## src/rtl/scratch_copy_ctrl.sv

```systemverilog
module scratch_copy_ctrl #(
  parameter int DATA_PAGES = 16,
  parameter int REG_BYTES  = 30,
  parameter int COPY_WAIT  = 40,
  localparam int MEM_BYTES = DATA_PAGES * 32 + REG_BYTES,
  localparam int MEM_AW    = $clog2(MEM_BYTES)
) (
  input  logic              clk,
  input  logic              rst_n,
  input  logic              cmd_start,
  input  logic              rx_valid,
  input  logic [7:0]        rx_byte,
  input  logic [3:0]        rx_nbits,
  input  logic              rd_req,
  output logic              tx_valid,
  output logic [7:0]        tx_byte,
  output logic [MEM_AW-1:0] mem_addr,
  output logic              mem_we,
  output logic [7:0]        mem_wdata,
  output logic              mem_re,
  input  logic [7:0]        mem_rdata
);
  localparam logic [15:0] MEM_END = 16'(MEM_BYTES);
  localparam int CW = $clog2(COPY_WAIT + 1);
  localparam logic [7:0] OP_WSP = 8'h0F, OP_RSP = 8'hAA, OP_CPY = 8'h55, OP_RMEM = 8'hF0;

  typedef enum logic [3:0] {
    S_WAIT, S_CMD, S_WTA1, S_WTA2, S_WDATA, S_RSP, S_RTA1, S_RTA2,
    S_RMEM, S_AUTH, S_COPY, S_BUSY, S_DONE
  } st_t;

  st_t           st;
  logic [7:0]    ta1, ta2, es, tx_q;
  logic [7:0]    sp [32];
  logic [5:0]    woff, roff, cp_off;
  logic [1:0]    acnt, hdr;
  logic [CW-1:0] wcnt;
  logic [15:0]   rptr;
  logic          tx_mem;

  wire        copying  = (st == S_COPY) || (st == S_BUSY);
  wire        part     = (rx_nbits != 4'd0) && (rx_nbits < 4'd8);
  wire [7:0]  pmask    = ~(8'hFF << rx_nbits[2:0]);
  wire [15:0] cp_addr  = {ta2, ta1[7:5], cp_off[4:0]};
  wire        cp_more  = cp_off <= {1'b0, es[4:0]};
  wire [7:0]  auth_exp = (acnt == 2'd0) ? ta1 : (acnt == 2'd1) ? ta2 : es;
  wire        sp_we    = rx_valid && !cmd_start && (st == S_WDATA) && !woff[5];

  assign mem_we    = (st == S_COPY) && cp_more && (cp_addr < MEM_END);
  assign mem_wdata = sp[cp_off[4:0]];
  assign mem_re    = rd_req && (st == S_RMEM) && (rptr < MEM_END);
  assign mem_addr  = (st == S_COPY) ? cp_addr[MEM_AW-1:0] : rptr[MEM_AW-1:0];
  assign tx_byte   = tx_mem ? mem_rdata : tx_q;

  always_ff @(posedge clk)
    if (sp_we)
      sp[woff[4:0]] <= part ? ((sp[woff[4:0]] & ~pmask) | (rx_byte & pmask)) : rx_byte;

  always_ff @(posedge clk) begin
    if (!rst_n) begin
      st <= S_WAIT;
      ta1 <= '0; ta2 <= '0; es <= '0; tx_q <= 8'hFF;
      woff <= '0; roff <= '0; cp_off <= '0;
      acnt <= '0; hdr <= '0; wcnt <= '0; rptr <= '0;
      tx_valid <= 1'b0; tx_mem <= 1'b0;
    end else begin
      tx_valid <= rd_req;
      tx_mem   <= 1'b0;
      if (rd_req) tx_q <= 8'hFF;
      if (cmd_start && !copying) begin
        st   <= S_CMD;
        acnt <= '0;
        hdr  <= '0;
      end else begin
        case (st)
          S_CMD: if (rx_valid) begin
            case (rx_byte)
              OP_WSP:  begin st <= S_WTA1; es[7] <= 1'b0; end
              OP_RSP:  begin st <= S_RSP; roff <= {1'b0, ta1[4:0]}; end
              OP_CPY:  st <= S_AUTH;
              OP_RMEM: st <= S_RTA1;
              default: st <= S_WAIT;
            endcase
          end
          S_WTA1: if (rx_valid) begin ta1 <= rx_byte; st <= S_WTA2; end
          S_WTA2: if (rx_valid) begin
            ta2  <= rx_byte;
            es   <= {3'b000, ta1[4:0]};
            woff <= {1'b0, ta1[4:0]};
            st   <= S_WDATA;
          end
          S_WDATA: if (rx_valid) begin
            if (woff[5]) es[6] <= 1'b1;
            else begin
              es[4:0] <= woff[4:0];
              if (part) begin es[5] <= 1'b1; st <= S_WAIT; end
              else woff <= woff + 6'd1;
            end
          end
          S_RSP: if (rd_req) begin
            case (hdr)
              2'd0: tx_q <= ta1;
              2'd1: tx_q <= ta2;
              2'd2: tx_q <= es;
              default: if (!roff[5]) begin
                tx_q <= sp[roff[4:0]];
                roff <= roff + 6'd1;
              end
            endcase
            if (hdr != 2'd3) hdr <= hdr + 2'd1;
          end
          S_RTA1: if (rx_valid) begin ta1 <= rx_byte; st <= S_RTA2; end
          S_RTA2: if (rx_valid) begin
            ta2  <= rx_byte;
            rptr <= {rx_byte, ta1};
            st   <= S_RMEM;
          end
          S_RMEM: if (rd_req && rptr < MEM_END) begin
            tx_mem <= 1'b1;
            rptr   <= rptr + 16'd1;
          end
          S_AUTH: if (rx_valid) begin
            if (rx_byte != auth_exp) st <= S_WAIT;
            else if (acnt == 2'd2) begin
              es[7]  <= 1'b1;
              cp_off <= {1'b0, ta1[4:0]};
              st     <= S_COPY;
            end else acnt <= acnt + 2'd1;
          end
          S_COPY: begin
            if (cp_more) cp_off <= cp_off + 6'd1;
            else begin wcnt <= '0; st <= S_BUSY; end
          end
          S_BUSY: begin
            wcnt <= wcnt + 1'b1;
            if (wcnt == CW'(COPY_WAIT - 1)) st <= S_DONE;
          end
          S_DONE: if (rd_req) tx_q <= 8'h00;
          default: ;
        endcase
      end
    end
  end


  mem_range_chk: assert property (@(posedge clk) disable iff (!rst_n)
    mem_we |-> ({{(16-MEM_AW){1'b0}}, mem_addr} < MEM_END));

  we_needs_aa_chk: assert property (@(posedge clk) disable iff (!rst_n)
    mem_we |-> es[7]);

  busy_ones_chk: assert property (@(posedge clk) disable iff (!rst_n)
    (tx_valid && $past(copying)) |-> (tx_byte == 8'hFF));

  cmd_ignore_chk: assert property (@(posedge clk) disable iff (!rst_n)
    (copying && cmd_start) |=> (st != S_CMD));

  aa_hold_chk: assert property (@(posedge clk) disable iff (!rst_n)
    (es[7] && !(st == S_CMD && rx_valid && rx_byte == OP_WSP && !cmd_start)) |=> es[7]);

  no_overflow_chk: assert property (@(posedge clk) disable iff (!rst_n)
    (st == S_WDATA && es[6] && !cmd_start) |=> es[6]);
endmodule

```

## config.mk

```make
export PLATFORM = sky130hd
export DESIGN_NAME = scratch_copy_ctrl
export DESIGN_NICKNAME = d
export VERILOG_FILES = /design/src/rtl/scratch_copy_ctrl.sv
export SDC_FILE = /design/constraint.sdc
export NUM_CORES = 1
export LEC_CHECK = 0
export BUFFER_PORTS_ARGS = -buffer_cell sky130_fd_sc_hd__clkbuf_2
export CAP_MARGIN = 10
export CORE_AREA = 4 4 193 195
export DETAILED_ROUTE_END_ITERATION = 6
export DIE_AREA = 0 0 197 199
export GPL_ROUTABILITY_DRIVEN = 0
export GPL_TIMING_DRIVEN = 0
export PLACE_DENSITY_LB_ADDON = 0.2
export SYNTH_ARGS = -nofsm -noshare
export SYNTH_HDL_FRONTEND = slang
export SYNTH_SLANG_ARGS = --single-unit
```

## constraint.sdc

```tcl
create_clock -name clk -period 5.65 [get_ports clk]
set_input_delay 0.2825 -clock clk [delete_from_list [all_inputs] [get_ports clk]]
set_output_delay 0.2825 -clock clk [all_outputs]
set_load 0.005 [all_outputs]
```

Word level (Yosys, flattened, before mapping)

Memory sizes are Yosys's and may differ from the RTL's. A register that Yosys moved wholly into a read port is not among the register bits.
Cells that the tools add are included.

Bits in registers: 82
Bits in writable memories: 256
Bits of input ports: 25
Output and inout bits: 29
Word-level logic and storage cells: 218
Memories: 1

Add/sub/neg operators: 7
Order comparisons: 4
Eq/ne operators: 58
Shift operators: 1
Muxes and demuxes: 70
Bitwise logic cells: 10
Reduce and logical (&&, ||, !) cells: 47

Memory list:

| name | words | width | read ports | clocked after Yosys merged registers in | write ports | line | source |
|---|---|---|---|---|---|---|---|
| sp   | 32    | 8     | 3          | 3                                       | 1           | 34   | `logic [7:0] sp [32];` |

Operator list:

| operator                                                     | count |
|---|---|
| 2-to-1 mux 6 bit                                             | 15 |
| 2-to-1 mux 8 bit                                             | 10 |
| 2-to-1 mux 4 bit                                             | 13 |
| case mux 6 bit (2 select lines)                              | 4 |
| inequality test 2 bit, second input constant                 | 19 |
| case mux 4 bit (9 select lines)                              | 1 |
| less-than comparator 16 x 10 -> 1 bit, second input constant | 2 |
| 2-to-1 mux 16 bit                                            | 2 |
| case mux 16 bit (2 select lines)                             | 1 |
| 2-to-1 mux 5 bit                                             | 6 |
| AND reduction 13 bit                                         | 2 |
| adder 6 x 1 -> 6 bit, second input constant                  | 4 |
| case mux 8 bit (3 select lines)                              | 1 |
| AND reduction 6 bit                                          | 4 |
| inequality test 3 bit, second input constant                 | 7 |
| == test 4 bit, second input constant                         | 5 |
| adder 16 x 1 -> 16 bit, second input constant                | 1 |
| bitwise AND 8 bit                                            | 2 |
| == test 4 x 3 -> 1 bit, second input constant                | 4 |
| == test 8 bit, second input constant                         | 2 |
| inverter 8 bit                                               | 2 |
| case mux 4 bit (4 select lines)                              | 1 |
| case mux 8 bit (2 select lines)                              | 1 |
| case mux 7 bit (2 select lines)                              | 1 |
| 38 further kinds                                             | 87 |

Longest topological paths before layout

Gate-level depths: netlist (run 1).

Depth in word-level cells: 9
Gate-level depth with buffers: 11
Mapped depth without buffers: 9

Worst setup path before layout (run 1)

No wires, ideal clock.

Path type: register to register
Start point: register (tool-made name)
End point: memory sp[0][7], data pin
Setup time: 0.454 ns
Arrival time: 2.929 ns
Data required time: 5.196 ns
Setup slack: 2.267 ns
Cell stages (with the launch flop): 7
Path buffers: 2
Period minus slack after synthesis: 3.383 ns
Cells stage by stage: dfxtp_1 clkbuf_1 buf_2 mux4_2 mux4_2 mux2i_1 o21ai_0

RTL lines:

| item             | line |
|---|---|
| end: declaration | 34 |

==> reports/qor.yml, run 1 <==
die_h_um: 199
p_comb_share_pct: 2.7
drive_above_1_share_pct: 27.55
path_class: "flip-flop to primary output"
slew_viol_final: 0
syn_area_per_cell_sq_um: 14.34
diodes: 0
final_util_pct: 60.96
synthFlopType: "edfxtp_1"
vdd_drop_max_mv: 0.2394
io_pins: 54
dieArea_sq_um: 39200
grt_pass1_wl_um: 89830
cts.sinks: 353
fin_skew_ns: 0.01864
worst_pin_slew_ns: 1.202
cts_buffers: 39
power_frac_seq_pct: 49.5
netlist_instances: 1341
dpl_cell_area_sq_um: 20220
final.period_utilization_pct: 69.98
timing.hold.ws_ns: 0.1074
layout_commonest_cell: "edfxtp_1"
r2r_cells: 6
htreeDepth: 2
setup_viol: 0
status: "finished, final reports clean"
yosysSeqAreaShare_pct: 50.06
synth_top_area_share_pct: 39.97
cp.arrival_ns: 3.67
slowest_delay_ns: 0.84
path_clk_slew_ns: 0.06
final_cell_area_sq_um: 21580
synth_area_leaders: "edfxtp_1 40%, mux4_2 27%, dfxtp_1 10%"
initial_utilization_pct: 54.34
via_per_inst: 7.234
nets: 1488
yosys_warnings: 0
power_frac_clock_pct: 47.8
cp-start-kind: "flip-flop"
cts_hold_buffers: 0
wirelength_um: 61060
end_kind: "primary output"
synth.net_count: 1387
path_max_fanout: 10
wl_per_cell_um: 31.62
leakagePower_uw: 0.006572
num_rows: 69
hpwlAfterDp_um: 44270
drtPass1Iterations: 6
final_hold_viol_count: 0
sw_frac_of_total_pct: 20.91
clockRootBuffer: "clkbuf_16"
max-slew-margin-rel_pct: 19.28
ys_types: 75
drtIter0Drc: 1966
antenna_left: 0
synthArstFlopShare_pct: 0
numPortBuffers: 52
ys_ff_latch: 353
synth_area_sq_um: 19230
p_sw_uw: 1179
drc: 0
die_x_um: 197
clock_latency_ns: 0.56
critPathSlowestCell: "buf_1"
worstSetupEndpoint: "mem_wdata[2]"
cts_tree: "built"
cts_resized: 0
grt_pass1_vias: 13460
post-cts-setup-buffers: 0
vias: 13970
r2r_end: "sp[31][5]"
antenna_found_initial: 1
r2r_setup_slack_ns: 1.82
core_sq_um: 35400
p_total_uw: 5641
critical_path.cell_chain: "buf_2 > buf_1 > mux4_2 > mux4_2 > mux2_2 > clkbuf_2"
yosys.area.top_type: "edfxtp_1"
power_density_nw_per_um2: 261.4
grt_max_degree: 33
final_cell_mix: "256 x edfxtp_1, 230 x mux4_2, 124 x nor2_1"
area_delta_synth_final_pct: 12.18
clockBufferDepth: 3
rsz0062_at_grt: "false"
synth-edff-count: 256
max-cap-violations: 0
post-route-min-period_ns: 3.954
hp-class: "input port to flip-flop"
crit_top_cell: "mux4_2"
grt_usage_pct: 31.51
fmax_mhz: 252.9
power.internal_uw: 4461
required_ns: 5.37
overflow: 0
synthesized netlist by cell type, drive strengths merged, types with 4 or more instances:
master,count
a211oi,10
a22oi,16
nand3,17
o211a,5
buf,38
a311oi,5
xnor2,5
a31oi,9
o211ai,16
ha,21
inv,22
o21ai,40
edfxtp,256
or4bb,4
o21a,4
o22ai,5
or3,5
nand2b,8
nor2b,16
nor4,5
a221o,8
a21oi,56
a211o,5
nor2,124
and3,7
nand4,14
mux2i,42
clkbuf,61
nand3b,5
nand2,104
dfxtp,97
nor3,18
mux2,17
o31ai,5
mux4,230
cell type report:
class | instances | area [sq um]
buffer | 99 | 407.9
clock buffer | 53 | 1134
inverter | 23 | 86.33
timing repair buffer | 60 | 385.4
fill | 2701 | 13820
tap | 461 | 576.8
clock inverter | 16 | 203.9
sequential | 353 | 9629
multi-input combinational | 866 | 9154
sequential cells by signal (all words and copies together), names as in the netlist, named ones only:
signal and count:
tx_mem 1, woff 6, ta2 8, ta1 8
rptr 16, tx_valid 1, wcnt 6, cp_off 6
es 8, roff 6, st 4, hdr 2
acnt 2, tx_q 8, sp 256
power by group through the flow:
stage / Combinational [uW] / Sequential (uW) / Clock, uW
floorplan: 68.5 / 2850 / 0
global placement: 130 / 2850 / 0
detailed placement: 150 / 2850 / 0
CTS: 151 / 2790 / 2710
global route: 164 / 2790 / 2820
finish: 154 / 2790 / 2700
worst max-delay path, delay by kind of cell, from the launching register on:
kind	cells	cell delay [ns]
buf+inv	3	1.23
flops	1	0.30
mux	3	1.56
metal layers:
metal | GRT usage (%) | up-vias | part of all wire, %
met2 | 47.10 | 1096 | 45
li1 | - | 5654 | -
met4 | 12.17 | 2 | 4.2
met3 | 8.520 | 141 | 14
met1 | 44.85 | 7075 | 37
met5 | 0 | - | 0.033
worst min-delay path by stage:
stage / start / cells past startpoint / to
floorplan: rx_byte[3] / 2 / rptr[11]
global placement: wcnt[1] / 2 / wcnt[1]
detailed placement: wcnt[1] / 2 / wcnt[1]
CTS: rst_n / 3 / rptr[1]
global route: rst_n / 3 / rptr[1]
finish: rst_n / 3 / rptr[1]
cells by family (layout without fill, tap and decap cells):
logic type | count (synthesis) | after routing | share of synthesized area (%)
flops | 353 | 353 | 50.06
compound gates | 208 | 208 | 7.273
simple gates | 341 | 341 | 8.287
xor+xnor | 7 | 7 | 0.3187
mux | 289 | 289 | 30.13
buf+inv | 122 | 251 | 2.563
fa+ha+maj | 21 | 21 | 1.366
through the flow:
| stage | std cells | TNS (ns) | setup slack, ns |
|---|---|---|---|
| detailed placement | 1861 | 0 | 1.819 |
| floorplan | 1341 | 0 | 2.267 |
| global placement | 1854 | -4.159 | -0.1318 |
| finish | 1931 | 0 | 1.696 |
| global route | 1931 | 0 | 1.551 |
| CTS | 1930 | 0 | 1.641 |
No activity file was read; power rests on OpenSTA's default activity.
==> run 2, diff against run 1 <==
- clock period: 5.65 -> 3.22 ns (I/O delays scaled with it)
==> reports/qor.yml, run 2 (synthesized netlist as in run 1, its figures left out) <==
status: "complete, but fails checks"
violations: "negative setup slack"
rsz0062_at_grt: "true"
cp-start-kind: "flip-flop"
overflow: 0  # unchanged
grt_pass1_vias: 13210  # -1.8%
nets: 1487  # -0.067%
hp-class: "input port to flip-flop"
fillers: 2639  # -2.3%
hpwlAfterDp_um: 43590  # -1.6%
cts_tree: "built"
post-cts-setup-buffers: 0  # unchanged
path_clk_slew_ns: 0.06  # about the same
antenna_left: 0  # unchanged
via_per_inst: 7.279  # +0.63%
cp_top_family: "simple AND/OR/NAND/NOR gates"
path_max_fanout: 10  # unchanged
path_class: "flip-flop to flip-flop"
num_rows: 69  # unchanged
p_total_uw: 9863  # +75%
fmax_mhz: 286.3
finalWorstSetupSlack_ns: -0.2730  # -1.969 ns
power_density_nw_per_um2: 450.7  # +72%
cts_buffers: 40  # +2.6%
place_inst: 1857  # -0.21%
final_hold_viol_count: 0  # unchanged
antenna_found_initial: 2  # +1
io_pins: 54  # unchanged
diodes: 0  # unchanged
largest_reg_flops: 256  # unchanged
fin_skew_ns: 0.02790  # +0.009263 ns
post-route-min-period_ns: 3.493
area_delta_synth_final_pct: 13.78
wl_per_cell_um: 32.98  # +4.3%
place_ws_ns: -0.7817  # -2.601 ns
drive_above_1_share_pct: 32.18  # +4.6 points
clockBufferDepth: 3  # unchanged
drc: 0  # unchanged
htreeDepth: 2  # unchanged
final.period_utilization_pct: 108.5
drtIter0Drc: 1999  # +1.7%
max-slew-margin-rel_pct: 19.55  # +0.27 points
critical_path.cell_chain: "clkbuf_1 > and2_1 > clkbuf_1 > nand2_1 > nor2_1 > nand2_1 > nor2_1"
slowest_delay_ns: 0.90  # +0.06 ns
vdd_drop_max_mv: 0.4684  # +96%
grt_usage_pct: 31.89  # +0.38 points
clockRootBuffer: "clkbuf_16"
required_ns: 3.39  # -1.98 ns
max-cap-violations: 0  # unchanged
wirelength_um: 63780  # +4.5%
critPathSlowestCell: "nor2_1"
path_buf_inv: 2  # -1
die_x_um: 197  # unchanged
grt_max_degree: 33  # unchanged
numPortBuffers: 52  # unchanged
final_cell_mix: "256 x edfxtp_1, 230 x mux4_2, 104 x nand2_1"
setup_viol: 223  # +223
core_sq_um: 35400  # unchanged
cts.sinks: 353  # unchanged
dieArea_sq_um: 39200  # unchanged
cp.arrival_ns: 3.66  # about the same
initial_utilization_pct: 54.34  # unchanged
die_h_um: 199  # unchanged
vias: 14080  # +0.79%
slew_viol_final: 0  # unchanged
clock_latency_ns: 0.57  # about the same
layout_commonest_cell: "edfxtp_1"
final_cell_count_no_fill: 1934  # +0.16%
leakagePower_uw: 0.006665  # +1.4%
drtPass1Iterations: 7  # +1
grt_pass1_wl_um: 90160  # +0.36%
worst_pin_slew_ns: 1.198  # -0.004019 ns
end_kind: "flip-flop"
==> run 2: cell count changes in the layout (fill, tap and decap cells not counted), moves of 4 or more <==
| cell | before | now |
|---|---|---|
| a21oi_4 | 2 | 9 |
| buf_1 | 20 | 11 |
| buf_2 | 17 | 13 |
| buf_6 | 0 | 10 |
| buf_8 | 6 | 1 |
| clkbuf_1 | 67 | 41 |
| clkbuf_2 | 53 | 71 |
| mux2i_1 | 42 | 37 |
| mux2i_4 | 0 | 5 |
| nor2_1 | 124 | 97 |
| nor2_2 | 0 | 18 |
| nor2_4 | 0 | 9 |
==> run 2: area by class of cell <==
| class | instances | area (sq um) | share of cell area, % |
|---|---|---|---|
| clock buffer | 49 | 1086 | 4.963 |
| inverter | 23 | 86.33 | 0.3945 |
| tap | 461 | 576.8 | 2.636 |
| sequential | 353 | 9630 | 44.01 |
| multi-input combinational | 871 | 9443 | 43.15 |
| timing repair buffer | 57 | 307.8 | 1.406 |
| clock inverter | 25 | 244.0 | 1.115 |
| buffer | 95 | 510.5 | 2.333 |
==> run 2: through the flow <==
stage,instance area [sq um],hold slack (ns),TNS (ns),utilization [%]
after floorplan,19230,0.3049,0,-
after global placement,20070,0.4684,-420.72,56.71
after detailed placement,20170,0.4811,-146.28,56.99
after CTS,21710,0.05503,-4.116,61.33
after global routing,21880,0.08279,-36.07,61.83
final,21880,0.06615,-26.67,61.83
==> run 2: repair_timing <==
action,4_1_cts,5_1_grt
endpoints found under the setup margin,360,444
pin swaps,2,3
resized for setup,86,42
cloned,2,3
hold buffers,2,0
endpoints found under the hold margin,2,0
==> run 2: worst register-to-register path, cell delays in order, from the launching register on <==
cell and delay, ns:
dfxtp_1 0.39, clkbuf_1 0.37, and2_1 0.20, clkbuf_1 0.33, nand2_1 0.13, nor2_1 0.31, nand2_1 0.48, nor2_1 0.90
==> run 2: routing by layer <==
metal	global-route usage [%]	part of all wire, %	up-vias
met4	18.03	7.3	2
met1	40.90	34	6968
met2	49.54	45	1170
met3	8.841	14	257
li1	-	-	5681
met5	0	0.020	-
==> run 2: power by group <==
part	internal (uW)	switching (uW)	total, uW
Clock	2730	1930	4670
Combinational	62.3	233	296
Sequential	4890	3.93	4900
Total	7690	2170	9860
==> run 2: path summary, 6_finish.rpt <==
path              startpoint   endpoint  slack, ns  cells after the start
hold reg to reg      wcnt[1]    wcnt[1]       0.49                      2
setup / recovery       st[2]  sp[11][4]      -0.27                      7
hold / removal    rx_byte[0]     ta2[0]       0.07                      3
setup reg to reg       st[2]  sp[11][4]      -0.27                      7
==> run 3, diff against run 2 <==
- clock period: 3.22 -> 3.33 ns (I/O delays scaled with it)
==> reports/qor.yml, run 3 (synthesized netlist as in run 1, its figures left out) <==
final_hold_viol_count: 0  # unchanged
post-route-min-period_ns: 3.498  # +0.005348 ns
path_max_fanout: 10  # unchanged
required_ns: 3.50  # +0.11 ns
via_per_inst: 7.224  # -0.76%
max-slew-margin-rel_pct: 14.48  # -5.1 points
fillers: 2664  # +0.95%
layout_commonest_cell: "edfxtp_1"
slew_viol_final: 0  # unchanged
r2r_end: "sp[18][0]"
r2r_cells: 7  # unchanged
drtIter0Drc: 1853  # -7.3%
cts.sinks: 353  # unchanged
grt_pass1_vias: 13190  # -0.16%
cts_buffers: 40  # unchanged
grt_pass1_wl_um: 89390  # -0.85%
power.internal_uw: 7434  # -3.3%
p_sw_uw: 2075  # -4.4%
tns_ns: -5.948  # +20.73 ns
die_h_um: 199  # unchanged
wl_per_cell_um: 32.43  # -1.7%
final_cell_mix: "256 x edfxtp_1, 230 x mux4_2, 104 x nand2_1"
area_delta_synth_final_pct: 12.85
hold_path_startpoint: "rx_nbits[3]"
path_class: "flip-flop to flip-flop"
hp-class: "input port to flip-flop"
cts_tree: "built"
numPortBuffers: 52  # unchanged
antenna_left: 0  # unchanged
violations: "negative setup slack"
worst_pin_slew_ns: 1.275  # +0.07753 ns
clockBufferDepth: 3  # unchanged
die_x_um: 197  # unchanged
end_kind: "flip-flop"
hpwlAfterDp_um: 43590  # unchanged
critPathSlowestCell: "nor2_1"
power_frac_seq_pct: 49.8  # about the same
finalWorstSetupSlack_ns: -0.1684  # +0.1047 ns
overflow: 0  # unchanged
wirelength_um: 62660  # -1.8%
status: "complete, but fails checks"
core_sq_um: 35400  # unchanged
diodes: 0  # unchanged
sw_frac_of_total_pct: 21.82  # -0.19 points
timing.hold.ws_ns: 0.03444  # -0.03171 ns
clock_latency_ns: 0.56  # about the same
leakagePower_uw: 0.006633  # -0.48%
power_frac_clock_pct: 47.4  # about the same
grt_max_degree: 33  # unchanged
vdd_drop_max_mv: 0.4528  # -3.3%
antenna_found_initial: 2  # unchanged
drtPass1Iterations: 6  # -1
final.period_utilization_pct: 105.1  # -3.4 points
cp.arrival_ns: 3.67  # about the same
max-cap-violations: 0  # unchanged
fmax_mhz: 285.8  # -0.15%
io_pins: 54  # unchanged
rsz0062_at_grt: "true"
drive_above_1_share_pct: 31.48  # -0.70 points
hold_depth: 4  # +1
fin_skew_ns: 0.02889  # +0.0009889 ns
regToRegStartpoint: "st[2]"
dieArea_sq_um: 39200  # unchanged
r2r_setup_slack_ns: -0.17  # +0.10 ns
seq_area_sq_um: 9630  # unchanged
power_density_nw_per_um2: 438.1  # -2.8%
setup_viol: 56  # -75%
grt_usage_pct: 31.60  # -0.29 points
drc: 0  # unchanged
num_rows: 69  # unchanged
cp-start-kind: "flip-flop"
slowest_delay_ns: 0.89  # about the same
htreeDepth: 2  # unchanged
p_total_uw: 9510  # -3.6%
whs_endpoint: "es[5]"
p_comb_share_pct: 2.8  # -0.2 points
vias: 13960  # -0.86%
post-cts-setup-buffers: 0  # unchanged
multiInputGateArea_sq_um: 9300  # -1.5%
initial_utilization_pct: 54.34  # unchanged
critical_path.cell_chain: "clkbuf_1 > and2_1 > clkbuf_1 > nand2_1 > nor2_1 > nand2_1 > nor2_1"
nets: 1485  # -0.13%
clockRootBuffer: "clkbuf_16"
largest_reg_flops: 256  # unchanged
path_clk_slew_ns: 0.06  # about the same
## run 3: cell types whose count changed in the layout (fill, tap and decap cells not counted), sizes merged
cell	change
a21oi	-3
buf	+1
clkbuf	+1
dlygate4sd3	-1
## run 3: metal layers
layer	vias to the layer above	global-route usage (%)	wire [um]
li1	5664	-	-
met4	2	17.90	4615
met1	6981	40.46	21590
met2	1061	49.86	28900
met5	-	0	20
met3	249	7.808	7537
## run 3: power groups by stage
stage / logic, uW / registers, uW / clock network (uW)
final: 264 / 4740 / 4510
after floorplan: 116 / 4830 / 0
after detailed placement: 246 / 4830 / 0
after global routing: 278 / 4740 / 4710
after CTS: 252 / 4740 / 4520
after global placement: 226 / 4840 / 0
## run 3: repair_timing
action,in CTS,in global routing
gates cloned,1,1
gates resized for setup,58,37
setup endpoints to repair,247,423
hold endpoints to repair,1,0
hold buffers,1,0
pin swaps,1,1
## run 3: per-stage QoR
stage / util, % / cells / setup slack, ns / area, sq um
3_3_place_gp: 56.71 / 1854 / -1.941 / 20070
5_1_grt: 61.32 / 1932 / -0.1600 / 21710
6_report: 61.32 / 1932 / -0.1684 / 21710
4_1_cts: 61.01 / 1931 / 0.0003402 / 21600
2_1_floorplan: - / 1341 / 0.3695 / 19230
3_5_place_dp: 56.99 / 1857 / -0.6717 / 20170
## run 3: final cells by class
cell class              instances  share of cell area [%]
clock inverters                25                   1.124
well taps                     461                   2.657
plain buffers                  97                   2.231
multi-input cells             868                   42.85
flip-flops and latches        353                   44.37
inverters                      23                  0.3977
clock buffers                  49                   5.003
repair buffers                 56                   1.372
## run 3: critical path, delay by kind of cell (launching register included)
family	cells	cell delay (ns)
flops	1	0.39
buf+inv	2	0.70
simple gates	5	2.03
## run 3: how the worst max path moves through the flow
stage | end | cells past startpoint | start | slack, ns
final | sp[18][0] | 7 | st[2] | -0.17
after global routing | sp[18][0] | 7 | st[2] | -0.16
after CTS | mem_addr[4] | 8 | st[1] | 0.0003
after detailed placement | sp[12][2] | 6 | flip-flop | -0.67
after global placement | sp[28][1] | 6 | flip-flop | -1.94
after floorplan | sp[0][2] | 5 | flip-flop | 0.37
